## src/rtl/frt_pkg.sv

```systemverilog
package frt_pkg;
  typedef enum logic [2:0] {
    MODE_INTERVAL = 3'd0,
    MODE_FREE     = 3'd1,
    MODE_PWIDTH   = 3'd2,
    MODE_ONESHOT  = 3'd3,
    MODE_EVENT    = 3'd4,
    MODE_PWM      = 3'd5,
    MODE_SPARE6   = 3'd6,
    MODE_SPARE7   = 3'd7
  } mode_e;

  localparam int unsigned NUM_CH   = 2;
  localparam int unsigned ADDR_W   = 4;
  localparam int unsigned OVF_BIT  = 0;
  localparam int unsigned ROLE_LSB = 4;
  localparam int unsigned EN_BIT   = 7;

  localparam logic [ADDR_W-1:0] ADDR_CTRL = 4'd0;
  localparam logic [ADDR_W-1:0] ADDR_CNT  = 4'd2;
  localparam logic [ADDR_W-1:0] ADDR_OPT  = 4'd5;
  localparam logic [ADDR_W-1:0] ADDR_CH0  = 4'd8;

  // masked write request into an 8-bit register
  typedef struct packed {
    logic       valid;
    logic [7:0] mask;
    logic [7:0] data;
  } wr8_t;
endpackage

```

## src/rtl/frt_counter.sv

```systemverilog
module frt_counter
  import frt_pkg::*;
#(
  parameter int unsigned CNT_W = 16
) (
  input  logic             clk_i,
  input  logic             rst_ni,
  input  logic             en_i,
  input  logic             tick_i,
  input  mode_e            mode_i,
  output logic [CNT_W-1:0] cnt_o,
  output logic             ovf_evt_o
);
  logic [CNT_W-1:0] cnt_q;
  logic             ovf_mode;

  assign ovf_mode  = (mode_i == MODE_FREE) || (mode_i == MODE_PWIDTH);
  assign ovf_evt_o = en_i && tick_i && (&cnt_q) && ovf_mode;
  assign cnt_o     = cnt_q;

  always_ff @(posedge clk_i or negedge rst_ni) begin
    if (!rst_ni)      cnt_q <= '0;
    else if (!en_i)   cnt_q <= '0;
    else if (tick_i)  cnt_q <= cnt_q + 1'b1;
  end

  assert_cnt_clear_R2: assert property (@(posedge clk_i) disable iff (!rst_ni)
    !en_i |=> (cnt_q == '0));
  assert_cnt_hold_R2: assert property (@(posedge clk_i) disable iff (!rst_ni)
    en_i && !tick_i |=> $stable(cnt_q));
endmodule

```

## src/rtl/frt_regs.sv

```systemverilog
module frt_regs
  import frt_pkg::*;
(
  input  logic              clk_i,
  input  logic              rst_ni,
  input  wr8_t              ctrl_wr_i,
  input  wr8_t              opt_wr_i,
  input  logic              ovf_evt_i,
  output logic              en_o,
  output mode_e             mode_o,
  output logic [NUM_CH-1:0] role_o,
  output logic              ovf_o,
  output logic              irq_o
);
  logic              en_q;
  logic [2:0]        mode_q;
  logic [NUM_CH-1:0] role_q;
  logic              ovf_q;
  logic              irq_q;
  logic              ovf_clr;

  assign ovf_clr = opt_wr_i.valid && opt_wr_i.mask[OVF_BIT] && !opt_wr_i.data[OVF_BIT];

  always_ff @(posedge clk_i or negedge rst_ni) begin
    if (!rst_ni) begin
      en_q   <= 1'b0;
      mode_q <= '0;
    end else if (ctrl_wr_i.valid) begin
      if (ctrl_wr_i.mask[EN_BIT]) en_q <= ctrl_wr_i.data[EN_BIT];
      for (int i = 0; i < 3; i++)
        if (ctrl_wr_i.mask[i]) mode_q[i] <= ctrl_wr_i.data[i];
    end
  end

  // role bits locked while running unless the write repeats the stored value
  always_ff @(posedge clk_i or negedge rst_ni) begin
    if (!rst_ni) role_q <= '0;
    else if (opt_wr_i.valid) begin
      for (int k = 0; k < NUM_CH; k++)
        if (opt_wr_i.mask[ROLE_LSB+k] &&
            (!en_q || (opt_wr_i.data[ROLE_LSB+k] == role_q[k])))
          role_q[k] <= opt_wr_i.data[ROLE_LSB+k];
    end
  end

  // overflow beats a same-edge software clear
  always_ff @(posedge clk_i or negedge rst_ni) begin
    if (!rst_ni) begin
      ovf_q <= 1'b0;
      irq_q <= 1'b0;
    end else begin
      irq_q <= ovf_evt_i;
      if (!en_q)          ovf_q <= 1'b0;
      else if (ovf_evt_i) ovf_q <= 1'b1;
      else if (ovf_clr)   ovf_q <= 1'b0;
    end
  end

  assign en_o   = en_q;
  assign mode_o = mode_e'(mode_q);
  assign role_o = role_q;
  assign ovf_o  = ovf_q;
  assign irq_o  = irq_q;

  assert_irq_flag_R3: assert property (@(posedge clk_i) disable iff (!rst_ni)
    irq_q |-> ovf_q);
  assert_dis_clear_R4: assert property (@(posedge clk_i) disable iff (!rst_ni)
    !en_q |=> !ovf_q);
  assert_sticky_R5: assert property (@(posedge clk_i) disable iff (!rst_ni)
    ovf_q && en_q && !ovf_clr |=> ovf_q);
  assert_role_lock_R7: assert property (@(posedge clk_i) disable iff (!rst_ni)
    en_q |=> $stable(role_q));
  assert_ovf_wins_R11: assert property (@(posedge clk_i) disable iff (!rst_ni)
    ovf_evt_i |=> ovf_q);
endmodule

```

## src/rtl/frt_chan.sv

```systemverilog
module frt_chan #(
  parameter int unsigned CNT_W = 16
) (
  input  logic             clk_i,
  input  logic             rst_ni,
  input  logic             en_i,
  input  logic             cap_role_i,
  input  logic             tick_i,
  input  logic [CNT_W-1:0] cnt_i,
  input  logic             cap_i,
  input  logic             wr_i,
  input  logic [CNT_W-1:0] wdata_i,
  output logic [CNT_W-1:0] val_o,
  output logic             match_o
);
  logic [CNT_W-1:0] val_q;
  logic             cap_prev_q;
  logic             match_q;
  logic             fire;

  assign fire = en_i && cap_role_i && cap_i && !cap_prev_q;

  always_ff @(posedge clk_i or negedge rst_ni) begin
    if (!rst_ni) begin
      val_q      <= '0;
      cap_prev_q <= 1'b0;
      match_q    <= 1'b0;
    end else begin
      cap_prev_q <= cap_i;
      match_q    <= en_i && !cap_role_i && tick_i && (cnt_i == val_q);
      if (fire)      val_q <= cnt_i;
      else if (wr_i) val_q <= wdata_i;
    end
  end

  assign val_o   = val_q;
  assign match_o = match_q;

  assert_cap_nomatch_R8: assert property (@(posedge clk_i) disable iff (!rst_ni)
    cap_role_i |=> !match_q);
  assert_capture_R9: assert property (@(posedge clk_i) disable iff (!rst_ni)
    fire |=> (val_q == $past(cnt_i)));
  assert_match_pulse_R10: assert property (@(posedge clk_i) disable iff (!rst_ni)
    match_q |=> !match_q);
endmodule

```

## src/rtl/fr_timer_opt.sv

```systemverilog
module fr_timer_opt
  import frt_pkg::*;
#(
  parameter int unsigned CNT_W = 16
) (
  input  logic               clk_i,
  input  logic               rst_ni,
  input  logic               tick_i,
  input  logic [NUM_CH-1:0]  cap_i,
  input  logic               bus_wr_i,
  input  logic               bus_bit_wr_i,
  input  logic [ADDR_W-1:0]  bus_addr_i,
  input  logic [CNT_W-1:0]   bus_wdata_i,
  input  logic [2:0]         bus_bit_sel_i,
  input  logic               bus_bit_val_i,
  output logic [CNT_W-1:0]   bus_rdata_o,
  output logic [NUM_CH-1:0]  match_o,
  output logic               ovf_irq_o
);
  wr8_t              ctrl_wr, opt_wr;
  logic [7:0]        wr_mask, wr_data;
  logic              en;
  mode_e             mode;
  logic [NUM_CH-1:0] role;
  logic [NUM_CH-1:0] eff_cap;
  logic              ovf;
  logic              ovf_evt;
  logic [CNT_W-1:0]  cnt;
  logic [CNT_W-1:0]  ch_val [NUM_CH];

  assign wr_mask = bus_wr_i ? 8'hFF : (8'd1 << bus_bit_sel_i);
  assign wr_data = bus_wr_i ? bus_wdata_i[7:0] : {8{bus_bit_val_i}};

  assign ctrl_wr = '{valid: (bus_wr_i || bus_bit_wr_i) && (bus_addr_i == ADDR_CTRL),
                     mask: wr_mask, data: wr_data};
  assign opt_wr  = '{valid: (bus_wr_i || bus_bit_wr_i) && (bus_addr_i == ADDR_OPT),
                     mask: wr_mask, data: wr_data};

  frt_regs u_regs (
    .clk_i, .rst_ni,
    .ctrl_wr_i (ctrl_wr),
    .opt_wr_i  (opt_wr),
    .ovf_evt_i (ovf_evt),
    .en_o      (en),
    .mode_o    (mode),
    .role_o    (role),
    .ovf_o     (ovf),
    .irq_o     (ovf_irq_o)
  );

  frt_counter #(.CNT_W(CNT_W)) u_cnt (
    .clk_i, .rst_ni,
    .en_i      (en),
    .tick_i    (tick_i),
    .mode_i    (mode),
    .cnt_o     (cnt),
    .ovf_evt_o (ovf_evt)
  );

  for (genvar k = 0; k < NUM_CH; k++) begin : g_ch
    localparam logic [ADDR_W-1:0] CH_ADDR = ADDR_CH0 + ADDR_W'(2 * k);
    assign eff_cap[k] = (mode == MODE_FREE) && role[k];
    frt_chan #(.CNT_W(CNT_W)) u_chan (
      .clk_i, .rst_ni,
      .en_i       (en),
      .cap_role_i (eff_cap[k]),
      .tick_i     (tick_i),
      .cnt_i      (cnt),
      .cap_i      (cap_i[k]),
      .wr_i       (bus_wr_i && (bus_addr_i == CH_ADDR)),
      .wdata_i    (bus_wdata_i),
      .val_o      (ch_val[k]),
      .match_o    (match_o[k])
    );
  end

  always_comb begin
    bus_rdata_o = '0;
    if (bus_addr_i == ADDR_CTRL) bus_rdata_o[7:0] = {en, 4'b0000, mode};
    if (bus_addr_i == ADDR_CNT)  bus_rdata_o = cnt;
    if (bus_addr_i == ADDR_OPT)  bus_rdata_o[7:0] = {2'b00, role, 3'b000, ovf};
    for (int k = 0; k < NUM_CH; k++)
      if (bus_addr_i == ADDR_CH0 + ADDR_W'(2 * k)) bus_rdata_o = ch_val[k];
  end

  assert_irq_mode_R3: assert property (@(posedge clk_i) disable iff (!rst_ni)
    ovf_irq_o |-> ($past(mode) == MODE_FREE) || ($past(mode) == MODE_PWIDTH));
  assert_ovf_wrap_R3: assert property (@(posedge clk_i) disable iff (!rst_ni)
    ovf_irq_o |-> (cnt == '0));
endmodule

```

## config.mk

```make
export PLATFORM = sky130hd
export DESIGN_NAME = fr_timer_opt
export DESIGN_NICKNAME = d
export VERILOG_FILES = /design/src/rtl/frt_pkg.sv /design/src/rtl/frt_counter.sv /design/src/rtl/frt_regs.sv /design/src/rtl/frt_chan.sv /design/src/rtl/fr_timer_opt.sv
export SDC_FILE = /design/constraint.sdc
export NUM_CORES = 1
export LEC_CHECK = 0
export ABC_AREA = 0
export BUFFER_PORTS_ARGS = -buffer_cell sky130_fd_sc_hd__buf_4
export CORE_MARGIN = 2
export CORE_UTILIZATION = 50
export CTS_CLUSTER_SIZE = 25
export DETAILED_ROUTE_END_ITERATION = 8
export HOLD_SLACK_MARGIN = 0.08
export PLACE_DENSITY = 0.75
export SYNTH_ARGS = -nofsm -noshare
export SYNTH_HDL_FRONTEND = slang
export SYNTH_HIERARCHICAL = 1
export SYNTH_SLANG_ARGS = --single-unit
```

## constraint.sdc

```tcl
create_clock -name clk_i -period 2 [get_ports clk_i]
set_input_delay 0.6 -clock clk_i [delete_from_list [all_inputs] [get_ports clk_i]]
set_output_delay 0.6 -clock clk_i [all_outputs]
set_load 0.01 [all_outputs]
```

=== After elaboration in Yosys (flattened, before gate mapping) ===
Cells that the tools add are included.

* Bits in registers: 60
* Latch bits: 0
* Memory bits (writable): 0
* Bits in read-only memories: 0
* Bits of input ports: 31
* Output and inout bits: 19
* Word-level logic and storage cells: 90
* Memories: 0

* $add $sub $neg: 1
* $mul: 0
* Divide/modulo/power cells: 0
* Magnitude comparators: 0
* Eq/ne operators: 12
* Shift operators: 1
* Multiplexer cells: 16
* Bitwise gates (word level): 0
* Reductions and logical operators: 45

{| class="wikitable"
|+ Operators with widths
! operator !! number
|-
| $mux W16 || 9
|-
| $eq A16 B16 Y1 || 2
|-
| $mux W8 || 4
|-
| $logic_and A1 B1 Y1 || 25
|-
| $add A16 B1 Y16 const B || 1
|-
| $reduce_and A16 Y1 || 1
|-
| $reduce_and A2 Y1 || 6
|-
| $eq A4 B4 Y1 const B || 2
|-
| $shl A1 B3 Y8 const A || 1
|-
| $logic_not A1 Y1 || 6
|-
| $eq A4 B2 Y1 const B || 1
|-
| $eq A4 B3 Y1 const B || 1
|-
| $logic_not A4 Y1 || 1
|-
| $logic_or A1 B1 Y1 || 4
|-
| $reduce_bool A2 Y1 || 2
|-
| $eq A3 B1 Y1 const B || 1
|-
| $eq A3 B2 Y1 const B || 1
|-
| $mux W1 || 3
|-
| $ne A3 B2 Y1 const B || 1
|-
| $eq A1 B1 Y1 || 2
|-
| $ne A2 B2 Y1 const B || 1
|}

=== Longest topological paths before layout ===
* Word-level depth: 7
* Depth in mapped cells: 8
* Gate-level depth less buffers: 6

=== By module ===
The synthesis kept the hierarchy.

{| class="wikitable"
|+ Modules (own cells, without submodules)
! module !! times used !! cells each !! area an instance (um^2) !! sequential area each (um^2)
|-
| frt_chan || 2 || 95 || 973.4 || 450.4
|-
| frt_counter || 1 || 86 || 839.6 || 400.4
|-
| fr_timer_opt || 1 || 110 || 734.5 || 0.0
|-
| frt_regs || 1 || 23 || 320.3 || 200.2
|}

=== Worst setup path after synthesis ===
OpenSTA, ideal clock, no wires.

* Path type: input to output
* Start point: input port bus_addr_i[3]
* End point: output port bus_rdata_o[4]
* Arrival: 1.489 ns
* Data required time: 1.400 ns
* Setup slack: -0.089 ns
* Stages: 5
* Path buffers: 2
* Cells stage by stage: buf_4 buf_4 nor2_1 or3_1 a2bb2oi_1

* Cells in the longest elaborated chain, start to end: 5
* Elaborated cells between the ends (all ways): 8
* Those cells by class: 4 x eq/ne; 4 x mux

{| class="wikitable"
|+ RTL lines
! item !! RTL line !! source
|-
| start: declaration || fr_timer_opt.sv:12 || <nowiki>input logic [ADDR_W-1:0] bus_addr_i,</nowiki>
|-
| $eq A4 B2 Y1 || fr_timer_opt.sv:80 || <nowiki>if (bus_addr_i == ADDR_CNT) bus_rdata_o = cnt;</nowiki>
|-
| $mux W16 || fr_timer_opt.sv:80 ||
|-
| $mux W8 || fr_timer_opt.sv:81 || <nowiki>if (bus_addr_i == ADDR_OPT) bus_rdata_o[7:0] = {2'b00, role, 3'b000, ovf};</nowiki>
|-
| $mux W16 || fr_timer_opt.sv:83 || <nowiki>if (bus_addr_i == ADDR_CH0 + ADDR_W'(2 * k)) bus_rdata_o = ch_val[k];</nowiki>
|-
| $mux W16 * || fr_timer_opt.sv:83 ||
|-
| end: declaration || fr_timer_opt.sv:16 || <nowiki>output logic [CNT_W-1:0] bus_rdata_o,</nowiki>
|}

Every way passes the cells marked *; elsewhere a longest branch is shown, timed or not.

=== Worst setup path in the final report ===
* Start point: input port bus_addr_i[2]
* End point: output port bus_rdata_o[4]

Same word-level chain as after synthesis.

==> results.md <==
- The total wirelength of the detailed-routed design is 10,900 µm.
- The launching element type of the critical path is a primary input.
- The floorplan has 31 rows.
- The number of cells on the worst reg-to-reg path is 5.
- Summed over all nets, the switching power comes to 1420 µW.
- The global placement routability congestion is 0.916.
- The worst register-to-register path ends at u_cnt/cnt_o[13].
- Based on the critical path, the design can be clocked at up to 452 MHz.
- Summing every instance area after synthesis gives 3810 µm².
- The part of the total power dissipated in the clock network is 24.0%.
- The final-report max-slew violation count is 0.
- In the synthesized netlist, the number of instances is 403.
- The internal portion of the total power is 2710 µW.
- The first detailed-routing pass ran for 5 iterations.
- The completed layout was analyzed and its total power is 4140 µW.
- The number of nets still failing antenna checks after routing is 0.
- The area growth from synthesis to final layout is 31.4%.
- For the pin with the worst max-slew slack, the measured transition is 0.467 ns.
- Setup repair after global routing could not meet its margin everywhere.
- The maximum number of pins on one net before global-route repair is 33.
- In the final layout, the multi-input gates occupy 2280 µm².
- The commonest non-fill, non-tap cell in the layout is buf_4.
- The core region is 7330 µm².
- The die is 91.3 µm wide.
- The TritonCTS buffer count is 9.
- The run finished, with violations left.
- Measured along the y axis, the die boundary spans 91.3 µm.
- The post-synthesis area per instance is 9.45 µm².
- Using the TritonRoute via totals, the vias-per-cell ratio works out to 5.74.
- The number of standard cells in the layout, taps in and fillers out is 597.
- The clock tree root buffer cell is clkbuf_8.
- The initial detailed-routing violation count is 279.
- For this run, design rule violations remaining after detail routing come to 0.
- The routed wirelength normalized by instance count is 18.3 µm.
- The sequential cell area in the final layout is 1510 µm².
- The class of the tightest hold or removal check is in -> async.
- Between clock sinks in the finished design, the worst skew comes to 0.00957 ns.
- STA puts the critical path data required time at 1.40 ns.
- The overall via count from detail_route is 3,424.
- The fraction of layout cells with a size suffix above 1 is 33.9%.
- Across the run, the number of max-cap violations was 0.
- The final hold violation count is 0.
- The repair_antennas step left the layout with diodes totalling 0.
- At the later pin of the worst-skew pair, clock insertion delay measures 0.34 ns.
- The number of sinks handled by clock tree synthesis is 60.
- Synthesis produced a netlist with a net count of 435.
- TritonCTS built the clock tree.
- The static leakage power is 0.00232 µW.
- The portion of total power attributed to sequential cells is 43.9%.
- Setup violations remaining at the end of the flow were counted as 16.
- The via count of the first global-routing pass is 3,545.
- Along the worst path, the maximum fanout reaches 6.
- The starting density of the core is 52.0%.
- During I/O placement, the number of pins put on the boundary was 50.
- Final hold analysis gives a worst-case slack of 0.102 ns.
- In this run the critical register-to-register path is launched from u_cnt/cnt_o[2].
- Once routing completed, OpenROAD measured the worst setup slack at -0.215 ns.
- The global-route total usage across every layer is 27.9%.
- For this design the ratio of total power to cell area is 827 nW/µm².
- Net switching is 34.4% of the power.
- The worst-case vdd ir drop is 0.466 mV.
- The headroom to the max-slew limit is 68.5%.
- The final reports fail on negative setup slack.
- Detailed placement ended at an HPWL of 7630 µm.
- The critical path capture point type is a primary output.
- After clock tree synthesis, the clock-pin slew on the worst setup and hold paths is 0.07 ns.
- STA puts the critical path data arrival time at 1.61 ns.
- The global-route wire length before repair is 18,000 µm.
- In this run the deepest clock path goes through 2 buffers.
- The final-layout fill cell count is 563.
- The setup check on the worst reg-to-reg path leaves a slack of 0.16 ns.
- The number of instances in the placed design is 569.
- The final-stage net count is 525.
- The count of buffers from port buffering is 49.
- The worst setup path is of the in -> out kind.
- The initial antenna violation count is 0.
- The maximum level of the CTS H-tree is 3.
- The sum of negative setup slack is -1.63 ns.
- OpenSTA, run right after detailed placement, puts the worst setup slack at -0.262 ns.
- The part of the cycle the worst path needs is 111%.
- The floorplan die area is 8330 µm².
- Subtracting the final worst setup slack from the clock period gives 2.21 ns.
- The total overflow left after global routing is 0.
- The warning count from the yosys run is 6.
- The library cells used most frequently in the layout, excluding fill and tap cells, are buf_4 (86), nor2_1 (63), dfrtp_1 (54).
- The part of the total power dissipated in combinational logic is 32.1%.
## power by group through the flow
stage	registers [µW]	logic, µW	clock network [µW]
finish	1810	1330	993
global route	1850	1440	1090
CTS	1810	1290	1000
floorplan	1750	769	0
global placement	1810	1080	0
detailed placement	1830	1130	0
## cell type report
cell class | count | share of cell area [%]
multi-input combinational | 316 | 45.6
clock buffer | 10 | 2.75
sequential | 60 | 30.2
timing repair buffer | 101 | 17.9
inverter | 5 | 0.375
tap | 99 | 2.48
clock inverter | 6 | 0.775
## per-layer routing
layer | vias up | global-route usage [%] | part of all wire (%)
li1 | 1601 | - | -
met1 | 1687 | 35.6 | 43
met2 | 112 | 46.3 | 50
met3 | 24 | 5.89 | 4.8
met4 | 0 | 10.7 | 2.3
met5 | - | 0 | 0
## through the flow
| stage | cell area, µm² | util [%] |
|---|---|---|
| 5_1_grt | 5000 | 68.3 |
| 3_5_place_dp | 4550 | 62.1 |
| 2_1_floorplan | 3850 | - |
| 3_3_place_gp | 4550 | 62.1 |
| 4_1_cts | 4960 | 67.7 |
| 6_report | 5000 | 68.3 |
## worst max-delay path by stage
stage                             start        endpoint  slack (ns)  depth (start not counted)
after detailed placement  bus_addr_i[0]  bus_rdata_o[5]       -0.26                          5
after global routing      bus_addr_i[3]  bus_rdata_o[0]       -0.23                          6
final                     bus_addr_i[2]  bus_rdata_o[4]       -0.21                          5
after global placement    bus_addr_i[0]  bus_rdata_o[5]       -0.26                          5
after floorplan           bus_addr_i[3]  bus_rdata_o[4]       -0.01                          5
after CTS                 bus_addr_i[2]  bus_rdata_o[5]       -0.23                          5
## sequential cells by signal, summed over array words and instances (netlist names)
signal and cells:
u_cnt/cnt_o 16, g_ch.u_chan/val_o 32, u_regs/irq_o 1, u_regs/ovf_o 1, g_ch.u_chan/cap_prev_q 2, u_regs/mode_o 3, u_regs/en_o 1, u_regs/role_o 2
g_ch.u_chan/match_o 2
## critical path: stages
cell and delay [ns]:
buf_8 0.10, or2_4 0.27, or3_1 0.37, a2bb2oi_2 0.15
buf_4 0.13
## repair_timing
item / CTS / global route
gates cloned: 1 / 0
pin swaps: 15 / 7
endpoints found under the hold margin: 0 / 0
hold buffers: 0 / 0
setup buffers: 6 / 5
resized for setup: 41 / 4
setup endpoints to repair: 16 / 16
(Power assumes the default switching activity.)
